File: src/rtl/pic_pkg.sv
package pic_pkg;

    typedef enum logic [1:0] {
        ST_IDLE = 2'd0,
        ST_HIT  = 2'd1,
        ST_MISS = 2'd2
    } pic_state_e;

endpackage

File: src/rtl/pic_key_match.sv
module pic_key_match #(
    parameter int N_KEYS = 3,
    parameter int KEY_W  = 10
) (
    input  logic [N_KEYS*KEY_W-1:0] keys,
    input  logic [KEY_W-1:0]        field,
    output logic [N_KEYS-1:0]       match
);

    // Entry 1 occupies the most significant key slot.
    for (genvar k = 0; k < N_KEYS; k++) begin : g_cmp
        localparam int HI = (N_KEYS - k) * KEY_W - 1;
        logic [KEY_W-1:0] key;
        assign key      = keys[HI -: KEY_W];
        assign match[k] = (key != '0) && (key == field);
    end

endmodule

File: src/rtl/pic_prio_sel.sv
module pic_prio_sel #(
    parameter int N_KEYS = 3,
    parameter int OFS_W  = $clog2(N_KEYS + 1)
) (
    input  logic [N_KEYS-1:0] match,
    output logic [N_KEYS-1:0] grant,
    output logic [OFS_W-1:0]  ofs,
    output logic              any
);

    always_comb begin
        grant = '0;
        ofs   = '0;
        any   = 1'b0;
        for (int i = N_KEYS - 1; i >= 0; i--) begin
            if (match[i]) begin
                grant    = '0;
                grant[i] = 1'b1;
                ofs      = OFS_W'(i + 1);
                any      = 1'b1;
            end
        end
    end

endmodule

File: src/rtl/pic_dispatch.sv
module pic_dispatch
    import pic_pkg::*;
#(
    parameter int ID_W    = 32,
    parameter int N_KEYS  = 3,
    parameter int KEY_W   = 10,
    parameter int KEY_LSB = 2,
    parameter int TAG_W   = 16,
    parameter int TAG_LSB = 12
) (
    input  logic        clk,
    input  logic        rst_n,
    input  logic        op_wr,
    input  logic [31:0] op_data,
    input  logic        trig_wr,
    input  logic [31:0] trig_data,
    output logic [1:0]  line_ofs,
    output logic        tag_sub_en,
    output logic [15:0] tag_sub,
    output logic        pic_miss
);

    localparam int KEYS_W = N_KEYS * KEY_W;
    localparam int OFS_W  = $clog2(N_KEYS + 1);
    localparam int TAG_HI = TAG_LSB + TAG_W - 1;

    pic_state_e        state_q, state_d;
    logic [KEYS_W-1:0] opnd_q;
    logic [KEYS_W-1:0] opnd_eff;
    logic [N_KEYS-1:0] match;
    logic [N_KEYS-1:0] grant;
    logic [OFS_W-1:0]  sel_ofs;
    logic              sel_any;
    logic [OFS_W-1:0]  ofs_q;
    logic [TAG_W-1:0]  tag_q;
    logic [KEY_W-1:0]  id_field;
    logic              unused_bits;

    assign unused_bits = ^{op_data[31:KEYS_W], trig_data[KEY_LSB-1:0],
                           trig_data[ID_W-1:TAG_HI+1]};

    // Operand written in the trigger cycle takes effect at once.
    assign opnd_eff = op_wr ? op_data[KEYS_W-1:0] : opnd_q;
    assign id_field = trig_data[KEY_LSB +: KEY_W];

    pic_key_match #(.N_KEYS(N_KEYS), .KEY_W(KEY_W)) u_match (
        .keys  (opnd_eff),
        .field (id_field),
        .match (match)
    );

    pic_prio_sel #(.N_KEYS(N_KEYS), .OFS_W(OFS_W)) u_prio (
        .match (match),
        .grant (grant),
        .ofs   (sel_ofs),
        .any   (sel_any)
    );

    always_ff @(posedge clk) begin
        if (!rst_n) begin
            opnd_q <= '0;
        end else if (op_wr) begin
            opnd_q <= op_data[KEYS_W-1:0];
        end
    end

    // Next state: T_HIT, T_MISS, T_CLEAR
    always_comb begin
        if (!trig_wr)     state_d = ST_IDLE;
        else if (sel_any) state_d = ST_HIT;
        else              state_d = ST_MISS;
    end

    always_ff @(posedge clk) begin
        if (!rst_n) begin
            state_q <= ST_IDLE;
            ofs_q   <= '0;
            tag_q   <= '0;
        end else begin
            state_q <= state_d;
            if (trig_wr) begin
                ofs_q <= sel_ofs;
                tag_q <= trig_data[TAG_LSB +: TAG_W];
            end
        end
    end

    always_comb begin
        line_ofs   = '0;
        tag_sub_en = 1'b0;
        tag_sub    = '0;
        pic_miss   = 1'b0;
        unique case (state_q)
            ST_IDLE: ;
            ST_HIT: begin
                line_ofs   = ofs_q;
                tag_sub_en = 1'b1;
                tag_sub    = tag_q;
            end
            ST_MISS: pic_miss = 1'b1;
            default: ;
        endcase
    end

    // at most one entry is granted
    a_r7_single_grant: assert property (@(posedge clk) disable iff (!rst_n)
        $onehot0(grant));

    // a grant is always the lowest matching entry
    a_r7_lowest_wins: assert property (@(posedge clk) disable iff (!rst_n)
        (grant != '0) |-> ((match & ((grant << 1) - 1'b1) & ~grant) == '0));

    // a trigger always yields either a hit or a miss next cycle
    a_r3_result_follows: assert property (@(posedge clk) disable iff (!rst_n)
        trig_wr |=> (tag_sub_en ^ pic_miss));

    // substitute tag carries the trigger's upper field
    a_r4_tag_source: assert property (@(posedge clk) disable iff (!rst_n)
        trig_wr |=> (!tag_sub_en || tag_sub == $past(trig_data[TAG_HI:TAG_LSB])));

    // a hit always names a following word
    a_r4_hit_has_ofs: assert property (@(posedge clk) disable iff (!rst_n)
        tag_sub_en |-> (line_ofs != '0));

    // a miss carries no offset and no substitute tag
    a_r6_miss_clean: assert property (@(posedge clk) disable iff (!rst_n)
        pic_miss |-> (line_ofs == '0 && !tag_sub_en));

    // without a trigger, outputs clear next cycle
    a_r8_one_cycle: assert property (@(posedge clk) disable iff (!rst_n)
        !trig_wr |=> (line_ofs == '0 && !tag_sub_en && !pic_miss && tag_sub == '0));

endmodule

File: config.mk
export PLATFORM = sky130hd
export DESIGN_NAME = pic_dispatch
export DESIGN_NICKNAME = d
export VERILOG_FILES = /design/src/rtl/pic_pkg.sv /design/src/rtl/pic_key_match.sv /design/src/rtl/pic_prio_sel.sv /design/src/rtl/pic_dispatch.sv
export SDC_FILE = /design/constraint.sdc
export NUM_CORES = 1
export LEC_CHECK = 0
export ABC_AREA = 1
export BUFFER_PORTS_ARGS = -buffer_cell sky130_fd_sc_hd__buf_2
export CAP_MARGIN = 10
export CORE_ASPECT_RATIO = 1.5
export CORE_UTILIZATION = 50
export DETAILED_ROUTE_END_ITERATION = 12
export GPL_TIMING_DRIVEN = 0
export PLACE_DENSITY = 0.87
export SLEW_MARGIN = 20
export SYNTH_ARGS = -nofsm -noshare
export SYNTH_HDL_FRONTEND = slang
export SYNTH_SLANG_ARGS = --single-unit
File: constraint.sdc
create_clock -name clk -period 1.6 [get_ports clk]
set_input_delay 0.32 -clock clk [delete_from_list [all_inputs] [get_ports clk]]
set_output_delay 0.32 -clock clk [all_outputs]
set_load 0.03 [all_outputs]
After elaboration in Yosys (flattened, before gate mapping)
Cells that the tools add are included.

Register bits: 50. Output and inout bits: 20.

Equal/unequal tests: 5. Mux-type cells: 12. Reductions and logical operators: 7.

Operator list (count): $eq A10 B10 Y1 (3); $mux W30 (1); $reduce_bool A10 Y1 (3); $mux W16 (1); $mux W2 (5); $mux W1 (5); $logic_and A1 B1 Y1 (3); $eq A2 B1 Y1 const B (1); $eq A2 B2 Y1 const B (1); $reduce_and A2 Y1 (1).

Depth between registers and ports, before layout
Gate-level depths: netlist of run 1.

Depth after elaboration: 7. Gate-level depth with buffers: 14. Depth with buffers taken out: 13.

Cells and area by module
Synthesis of run 1 repeated with hierarchy kept, for this count alone.

Cell total of the unflattened synthesis: 561. Area total of the unflattened synthesis: 2986.6 um^2.

By module, submodules not included: pic_dispatch (instances 1, cells each 374, area an instance 2263.4 um^2, seq. area each 1001.0 um^2); pic_key_match (instances 1, cells each 177, area an instance 676.9 um^2, seq. area each 0.0 um^2); pic_prio_sel (instances 1, cells each 10, area an instance 46.3 um^2, seq. area each 0.0 um^2).

Least setup slack after synthesis of run 1
OpenSTA, ideal clock, no wires.

Path type: flip-flop to output port. Start: register state_q[1]. End: output line_ofs[0]. Data arrival time: 1.133 ns. Data required time: 1.280 ns. Setup slack: 0.147 ns. Stages on the path, launching flop included: 5. Buffers on the path: 1. Cell sequence: dfxtp_1 inv_1 nand2_1 clkbuf_1 nor2_1.

Word-level cells in the longest chain between the ends: 2.

RTL lines: from (decl) (RTL line pic_dispatch.sv:27) `pic_state_e state_q, state_d;`; from (signal assigned) (RTL line pic_dispatch.sv:80) `state_q <= state_d;`; $eq A2 B1 Y1 (RTL line pic_dispatch.sv:93) `unique case (state_q)`; $mux W2 (RTL line pic_dispatch.sv:93); to (decl) (RTL line pic_dispatch.sv:17) `output logic [1:0] line_ofs,`.

No other way between the ends.

Final worst setup path of run 1
Start: register state_q[1]. End: output tag_sub[1].

Word-level cells in the longest chain between the ends: 2.

RTL lines: $eq A2 B1 Y1 (RTL line pic_dispatch.sv:93); $mux W16 (RTL line pic_dispatch.sv:93); to (decl) (RTL line pic_dispatch.sv:19) `output logic [15:0] tag_sub,`.

No other way between the ends.

==> summary.json, run 1 <==
{
  "logic_synthesis": {
    "asyncSetResetFlopFracSynth_pct": 0,
    "synth-seq-area-share_pct": 35.48,
    "ys.flop_type": "sky130_fd_sc_hd__dfxtp_1",
    "number_of_library_cell_types_mapped_by_synthesis": 22,
    "synth-edff-count": 0,
    "yosysMostFrequentCell": "sky130_fd_sc_hd__nand2_1",
    "syn_warnings": 0,
    "synth.ff_latch_count": 50,
    "synth_area_leaders": "sky130_fd_sc_hd__dfxtp_1, sky130_fd_sc_hd__nand2_1, sky130_fd_sc_hd__nor2_1, sky130_fd_sc_hd__inv_1, sky130_fd_sc_hd__nand3_1",
    "post_synth_most_frequent_cells": "sky130_fd_sc_hd__nand2_1, sky130_fd_sc_hd__nor2_1, sky130_fd_sc_hd__inv_1",
    "netlist_instances": 474,
    "mapped_avg_cell_area_sq_um": 5.952,
    "mappedNetlistArea_sq_um": 2821,
    "yosysTopAreaCell": "sky130_fd_sc_hd__dfxtp_1",
    "net_count_synth": 542,
    "synthDominantCellAreaShare_pct": 35.48
  },
  "clock_network": {
    "numCtsBuffers": 5,
    "clock_slew_seen_by_the_registers_of_the_worst_setup_and_hold_paths_ns": 0.10,
    "cts.sinks": 50,
    "tritoncts": "yes",
    "hold_buffers": 0,
    "cts_root_buffer": "sky130_fd_sc_hd__clkbuf_8",
    "cts_max_path_buffers": 2,
    "cts-htree-levels": 2,
    "clk_latency_ns": 0.31
  },
  "place": {
    "gp_congestion": 0.9541,
    "placedInstanceArea_sq_um": 3299,
    "dp_hpwl_microns": 6012,
    "numPortBuffers": 78
  },
  "pwr": {
    "power.share.sequential_pct": 47.2,
    "switching_fraction_of_total_power_pct": 29.52,
    "total_power_uw": 2840,
    "p_switching_uw": 838.5,
    "combPwrFrac_pct": 20.9,
    "largest_vdd_supply_drop_mv": 0.5310,
    "p_int_uw": 2002,
    "power_per_cell_area_nw_per_um2": 821.6,
    "leakagePower_uw": 0.001881,
    "clockPowerShare_pct": 31.9
  },
  "timing": {
    "worst-slew-pin-transition_ns": 0.6671,
    "layout_worst_path_cycle_share_pct": 93.38,
    "clock_skew_ns": 0.008199,
    "period_minus_slack_ns": 1.494,
    "maxClockFrequency_ghz": 0.6693,
    "timing_hold_violations_final": 0,
    "report.final.slew_viol_count": 0,
    "slew_headroom_pct": 55.53,
    "report.final.setup_viol": 0,
    "holdWs_ns": 0.2709,
    "unrepaired_setup_endpoints_after_global_routing": "no",
    "fin_setup_tns_ns": 0
  },
  "die": {
    "fp.dieArea_sq_um": 5953,
    "core_region_area_sq_um": 5450,
    "core.rowCount": 33,
    "fp.dieW_microns": 63.34,
    "floorplan.initialDensity_pct": 51.77,
    "design.portCount": 88,
    "die_y_microns": 94
  },
  "global_routing": {
    "first_global_vias": 2979,
    "grt_first_pass_wirelength_microns": 12720,
    "maximum_number_of_pins_on_one_net_before_global_route_repair": 16,
    "initial_antenna_violation_count": 0,
    "gr-usage-all-layers_pct": 27.43,
    "total_gr_overflow": 0
  },
  "run_status": {
    "status": "finished clean"
  },
  "route": {
    "drtAntennaViolNets": 0,
    "drtIter0Drc": 131,
    "drt-vias-per-instance": 5.122,
    "remaining_drc_errors": 0,
    "dr.pass1.iters": 5,
    "routedWlPerCell_microns": 12.67,
    "via_count": 3222,
    "postRouteWirelength_microns": 7967
  },
  "worst_setup_path": {
    "critical_path.max_fanout": 19,
    "type_of_destination_of_the_critical_path": "output pin",
    "rrSetupSlack_ns": 0.22,
    "crit_type": "reg2out",
    "worst_setup_path_start_kind": "flop",
    "critPathArrivalTime_ns": 1.17,
    "cp.required_ns": 1.28
  },
  "flow_run": {
    "max_cap_violations": 0
  },
  "hold_path": {
    "hold_path_class": "in2reg"
  },
  "final_layout": {
    "final_nets": 626,
    "area_growth_syn_to_layout_pct": 22.53,
    "antenna-diode-count": 0,
    "finalCoreUtilization_pct": 63.43,
    "layout.cell_area.non_filler_sq_um": 3457,
    "drive_above_1_share_pct": 19.86
  }
}
[final timing paths]
| check | start | end | cells past startpoint |
|---|---|---|---|
| setup / recovery | state_q[1]$_SDFF_PN0_ | tag_sub[1] | 4 |
| hold / removal | trig_wr | state_q[1]$_SDFF_PN0_ | 3 |
| setup reg to reg | opnd_q[29]$_SDFF_PN0_ | state_q[0]$_SDFF_PN0_ | 11 |
| hold reg to reg | tag_q[15]$_SDFFE_PN0P_ | tag_q[15]$_SDFFE_PN0P_ | 2 |
[critical path, stage by stage, from the launching register on]
cell and delay (ns):
sky130_fd_sc_hd__dfxtp_1 0.32, sky130_fd_sc_hd__inv_2 0.07, sky130_fd_sc_hd__nand2_4 0.14, sky130_fd_sc_hd__nor2_1 0.13, sky130_fd_sc_hd__buf_2 0.21
[kinds of logic (layout without fill, tap and decap cells)]
logic type | after synthesis | after routing | share of synthesized area [%]
DFF | 50 | 50 | 35.48
xor gates and xnor gates | 2 | 2 | 1.153
AOI/OAI and AO/OA | 54 | 54 | 9.934
and+or+nand+nor | 290 | 290 | 41.51
buffers and inverters | 78 | 163 | 11.93
[cell type report]
| cell class | count | area (sq um) |
|---|---|---|
| sequential | 50 | 1002 |
| tap | 70 | 87.58 |
| inverter | 62 | 232.7 |
| fill | 543 | 1993 |
| multi-input combinational | 346 | 1499 |
| clock inverter | 2 | 37.54 |
| clock buffer | 6 | 72.57 |
| timing repair buffer | 78 | 412.9 |
| buffer | 15 | 112.6 |
[placed cells by master, fill, tap and decap left out]
master | netlist | final
sky130_fd_sc_hd__buf_8 | 2 | 2
sky130_fd_sc_hd__nand2_1 | 169 | 168
sky130_fd_sc_hd__a21oi_2 | 1 | 1
sky130_fd_sc_hd__a21oi_1 | 34 | 34
sky130_fd_sc_hd__bufinv_16 | 0 | 1
sky130_fd_sc_hd__nand3_1 | 39 | 39
sky130_fd_sc_hd__buf_4 | 1 | 9
sky130_fd_sc_hd__clkbuf_4 | 0 | 1
sky130_fd_sc_hd__nor3_1 | 1 | 1
sky130_fd_sc_hd__nand3b_1 | 2 | 2
sky130_fd_sc_hd__xor2_2 | 2 | 2
sky130_fd_sc_hd__o21ai_0 | 17 | 17
sky130_fd_sc_hd__clkbuf_1 | 9 | 9
sky130_fd_sc_hd__nor2_1 | 69 | 66
sky130_fd_sc_hd__nand2_2 | 5 | 5
sky130_fd_sc_hd__nor2_2 | 3 | 6
sky130_fd_sc_hd__dfxtp_2 | 0 | 1
sky130_fd_sc_hd__clkbuf_8 | 0 | 5
sky130_fd_sc_hd__buf_6 | 2 | 4
sky130_fd_sc_hd__nand2_4 | 0 | 1
sky130_fd_sc_hd__dfxtp_1 | 50 | 49
sky130_fd_sc_hd__inv_1 | 61 | 60
sky130_fd_sc_hd__clkinvlp_4 | 0 | 1
sky130_fd_sc_hd__o211ai_1 | 1 | 1
sky130_fd_sc_hd__buf_2 | 2 | 69
sky130_fd_sc_hd__nand4_1 | 2 | 2
sky130_fd_sc_hd__inv_2 | 1 | 2
sky130_fd_sc_hd__o21ai_2 | 1 | 1
[per-stage QoR]
stage | worst slack, ns | cells
2_1_floorplan | 0.1473 | 474
3_3_place_gp | -0.2812 | 622
3_5_place_dp | -0.3152 | 622
4_1_cts | 0.009148 | 630
5_1_grt | 0.01558 | 629
6_report | 0.1060 | 629
[per-layer routing]
layer / part of all wire [%] / GRT usage, %
met1: 36 / 25.93
met2: 52 / 52.75
met3: 6.8 / 4.733
met4: 4.8 / 17.99
met5: 0 / 0
[state kept, by name, indices dropped and copies added (netlist names)]
register  cells
ofs_q         2
state_q       2
tag_q        16
opnd_q       30
[power groups by stage]
stage / logic, uW / registers [uW] / clock network [uW]
detailed placement: 572 / 1370 / 0
finish: 593 / 1340 / 906
floorplan: 384 / 1360 / 0
global placement: 556 / 1370 / 0
CTS: 580 / 1340 / 908
global route: 664 / 1350 / 950
[repair_timing]
item,CTS,global route
resized for setup,14,10
pin swaps,0,1
endpoints found under the hold margin,0,0
buffers inserted,0,0
gates cloned,0,0
endpoints found under the setup margin,12,14
Note: power is estimated with default switching activity, not from simulation.
==> inputs of run 2 (changes only) <==
--- a/config.mk
+++ b/config.mk
@@ -7,12 +7,12 @@
 export LEC_CHECK = 0
 export ABC_AREA = 1
 export BUFFER_PORTS_ARGS = -buffer_cell sky130_fd_sc_hd__buf_2
-export CAP_MARGIN = 10
+export CAP_MARGIN = 20
 export CORE_ASPECT_RATIO = 1.5
-export CORE_UTILIZATION = 50
+export CORE_UTILIZATION = 51
 export DETAILED_ROUTE_END_ITERATION = 12
 export GPL_TIMING_DRIVEN = 0
-export PLACE_DENSITY = 0.87
+export PLACE_DENSITY = 0.89
 export SLEW_MARGIN = 20
 export SYNTH_ARGS = -nofsm -noshare
 export SYNTH_HDL_FRONTEND = slang
==> summary.json, run 2 (same netlist as run 1, synthesis figures left out) <==
{
  "route": {
    "drtIter0Drc": {"value": 111, "change": "was 131"},
    "via_count": {"value": 3138, "change": "was 3,222"},
    "drt-vias-per-instance": {"value": 5.013, "change": "was 5.122"},
    "postRouteWirelength": {"value": 7897, "unit": "microns", "change": "was 7967 microns"},
    "drtAntennaViolNets": {"value": 0, "change": "unchanged"},
    "routedWlPerCell": {"value": 12.62, "unit": "microns", "change": "was 12.67 microns"},
    "dr.pass1.iters": {"value": 4, "change": "was 5"},
    "remaining_drc_errors": {"value": 0, "change": "unchanged"}
  },
  "clock_network": {
    "cts.sinks": {"value": 50, "change": "unchanged"},
    "cts_root_buffer": {"value": "sky130_fd_sc_hd__clkbuf_8", "change": "unchanged"},
    "clock_slew_seen_by_the_registers_of_the_worst_setup_and_hold_paths": {"value": 0.09, "unit": "ns", "change": "was 0.10 ns"},
    "cts_max_path_buffers": {"value": 2, "change": "unchanged"},
    "hold_buffers": {"value": 0, "change": "unchanged"},
    "clk_latency": {"value": 0.30, "unit": "ns", "change": "was 0.31 ns"},
    "post-cts-setup-buffers": {"value": 0, "change": "unchanged"},
    "numCtsBuffers": {"value": 5, "change": "unchanged"},
    "cts-htree-levels": {"value": 2, "change": "unchanged"},
    "tritoncts": {"value": "yes", "change": "unchanged"}
  },
  "final_layout": {
    "largest_register_ff_count": {"value": 30, "change": "unchanged"},
    "area_growth_syn_to_layout": {"value": 21.86, "unit": "%", "change": "was 22.53%"},
    "drive_above_1_share": {"value": 19.89, "unit": "%", "change": "was 19.86%"},
    "leading_cell_types_in_the_layout_fill_and_taps_excluded": {"value": "sky130_fd_sc_hd__nand2_1, sky130_fd_sc_hd__buf_2, sky130_fd_sc_hd__nor2_1", "change": "unchanged"},
    "registers.top_by_ff_count": {"value": "opnd_q", "change": "unchanged"},
    "number_of_cells_in_the_finished_layout_apart_from_fillers": {"value": 626, "change": "was 629"},
    "final_nets": {"value": 626, "change": "unchanged"},
    "finalCoreUtilization": {"value": 65.55, "unit": "%", "change": "was 63.43%"},
    "final_common_cell": {"value": "sky130_fd_sc_hd__nand2_1", "change": "unchanged"},
    "biggestRegsByFlops": {"value": "opnd_q (30), tag_q (16)", "change": "unchanged"},
    "antenna-diode-count": {"value": 0, "change": "unchanged"},
    "layout.cell_area.non_filler": {"value": 3438, "unit": "sq um", "change": "was 3457 sq um"}
  },
  "timing": {
    "report.final.slew_viol_count": {"value": 0, "change": "unchanged"},
    "slew_headroom": {"value": 56.35, "unit": "%", "change": "was 55.53%"},
    "report.final.setup_viol": {"value": 0, "change": "unchanged"},
    "fin_setup_tns": {"value": 0, "unit": "ns", "change": "unchanged"},
    "maxClockFrequency": {"value": 0.6599, "unit": "GHz", "change": "was 0.6693 GHz"},
    "period_minus_slack": {"value": 1.515, "unit": "ns", "change": "was 1.494 ns"},
    "layout_worst_path_cycle_share": {"value": 94.71, "unit": "%", "change": "was 93.38%"},
    "clock_skew": {"value": 0.008441, "unit": "ns", "change": "was 0.008199 ns"},
    "worst-slew-pin-transition": {"value": 0.6548, "unit": "ns", "change": "was 0.6671 ns"},
    "timing_hold_violations_final": {"value": 0, "change": "unchanged"}
  },
  "worst_setup_path": {
    "type_of_destination_of_the_critical_path": {"value": "flop", "change": "was output pin"},
    "critical_path.max_fanout": {"value": 10, "change": "was 19"},
    "critPathArrivalTime": {"value": 1.68, "unit": "ns", "change": "was 1.17 ns"},
    "worst_setup_path_start_kind": {"value": "input port", "change": "was flop"},
    "crit_type": {"value": "in2reg", "change": "was reg2out"},
    "cp.required": {"value": 1.77, "unit": "ns", "change": "was 1.28 ns"}
  },
  "die": {
    "core.rowCount": {"value": 32, "change": "was 33"},
    "die_y": {"value": 93.10, "unit": "microns", "change": "was 94 microns"},
    "floorplan.initialDensity": {"value": 53.79, "unit": "%", "change": "was 51.77%"},
    "design.portCount": {"value": 88, "change": "unchanged"},
    "fp.dieW": {"value": 62.73, "unit": "microns", "change": "was 63.34 microns"},
    "core_region_area": {"value": 5245, "unit": "sq um", "change": "was 5450 sq um"},
    "fp.dieArea": {"value": 5840, "unit": "sq um", "change": "was 5953 sq um"}
  },
  "place": {
    "numPortBuffers": {"value": 78, "change": "unchanged"},
    "dp_hpwl": {"value": 6061, "unit": "microns", "change": "was 6012 microns"},
    "placedInstanceArea": {"value": 3297, "unit": "sq um", "change": "was 3299 sq um"},
    "placed_cells": {"value": 620, "change": "was 622"},
    "gp_congestion": {"value": 0.9795, "change": "was 0.9541"}
  },
  "global_routing": {
    "gr-usage-all-layers": {"value": 28.73, "unit": "%", "change": "was 27.43%"},
    "total_gr_overflow": {"value": 0, "change": "unchanged"},
    "maximum_number_of_pins_on_one_net_before_global_route_repair": {"value": 16, "change": "unchanged"},
    "first_global_vias": {"value": 2923, "change": "was 2,979"},
    "grt_first_pass_wirelength": {"value": 13100, "unit": "microns", "change": "was 12,720 microns"},
    "initial_antenna_violation_count": {"value": 0, "change": "unchanged"}
  },
  "pwr": {
    "leakagePower": {"value": 0.001869, "unit": "uW", "change": "was 0.001881 uW"},
    "largest_vdd_supply_drop": {"value": 0.4857, "unit": "mV", "change": "was 0.5310 mV"},
    "power_per_cell_area": {"value": 771.8, "unit": "nW/um^2", "change": "was 821.6 nW/um^2"}
  },
  "run_status": {
    "status": {"value": "finished clean", "change": "unchanged"}
  },
  "hold_path": {
    "hold_path_class": {"value": "in2reg", "change": "unchanged"}
  },
  "flow_run": {
    "max_cap_violations": {"value": 0, "change": "unchanged"}
  }
}
==> run 2: cell count changes in the layout (fill, tap and decap cells not counted), sizes merged <==
| cell | previous run | this run |
|---|---|---|
| clkbuf | 15 | 14 |
| bufinv | 1 | 0 |
| clkinvlp | 1 | 2 |
==> run 2: final cells by class <==
type | instances | area (sq um)
Buffer | 15 | 120.1
Clock buffer | 5 | 68.82
Fill cell | 493 | 1807
Multi-Input combinational cell | 346 | 1499
Clock inverter | 2 | 15.01
Inverter | 62 | 235.2
Timing Repair Buffer | 78 | 412.9
Tap cell | 68 | 85.08
Sequential cell | 50 | 1002
==> run 2: power breakdown <==
group	switching, uW	leakage, uW	total, uW	internal, uW
logic	376	0.00142	594	218
clock network	420	0.0000362	719	299
registers	21.5	0.000414	1340	1320
==> run 2: stage by stage <==
stage                     hold slack (ns)  setup WS (ns)  power, uW
after floorplan                    0.4301         0.1473       1748
after global placement             0.4436        -0.3028       1928
after detailed placement           0.4491        -0.3328       1945
after CTS                          0.2658        0.02452       2656
after global routing               0.2796      -0.001705       2813
final                              0.2660        0.08458       2654
==> run 2: final timing paths <==
check                                            start  depth (start not counted)  slack, ns                endpoint
worst max-delay path                             op_wr                         13       0.08   ofs_q[1]$_SDFFE_PN0P_
worst max register to register    opnd_q[6]$_SDFF_PN0_                         10       0.24   ofs_q[1]$_SDFFE_PN0P_
worst min register to register  tag_q[15]$_SDFFE_PN0P_                          2       0.46  tag_q[15]$_SDFFE_PN0P_
worst min-delay path                           trig_wr                          3       0.27   state_q[1]$_SDFF_PN0_
==> run 2: repair_timing <==
action                                  CTS  global route
gates resized for setup                  15            11
endpoints found under the setup margin   11            14
pin swaps                                 0             1
==> run 2: layer usage <==
| layer | track usage, % | vias to the layer above | part of all wire, % |
|---|---|---|---|
| met5 | 0 | - | 0 |
| met4 | 9.690 | 0 | 2.3 |
| met3 | 3.415 | 13 | 5.2 |
| met2 | 56.16 | 109 | 53 |
| met1 | 31.23 | 1394 | 40 |
| li1 | - | 1622 | - |
==> run 2: worst max-delay path, stage by stage <==
cell and delay, ns:
sky130_fd_sc_hd__buf_2 0.13, sky130_fd_sc_hd__buf_8 0.15, sky130_fd_sc_hd__buf_8 0.15, sky130_fd_sc_hd__nand2_1 0.10
sky130_fd_sc_hd__nand2_1 0.08, sky130_fd_sc_hd__nor2_1 0.18, sky130_fd_sc_hd__nand3_1 0.13, sky130_fd_sc_hd__nor2_1 0.14
sky130_fd_sc_hd__nor2_1 0.07, sky130_fd_sc_hd__nand2_1 0.06, sky130_fd_sc_hd__nand2_1 0.05, sky130_fd_sc_hd__nand2_1 0.07
sky130_fd_sc_hd__a21oi_2 0.04
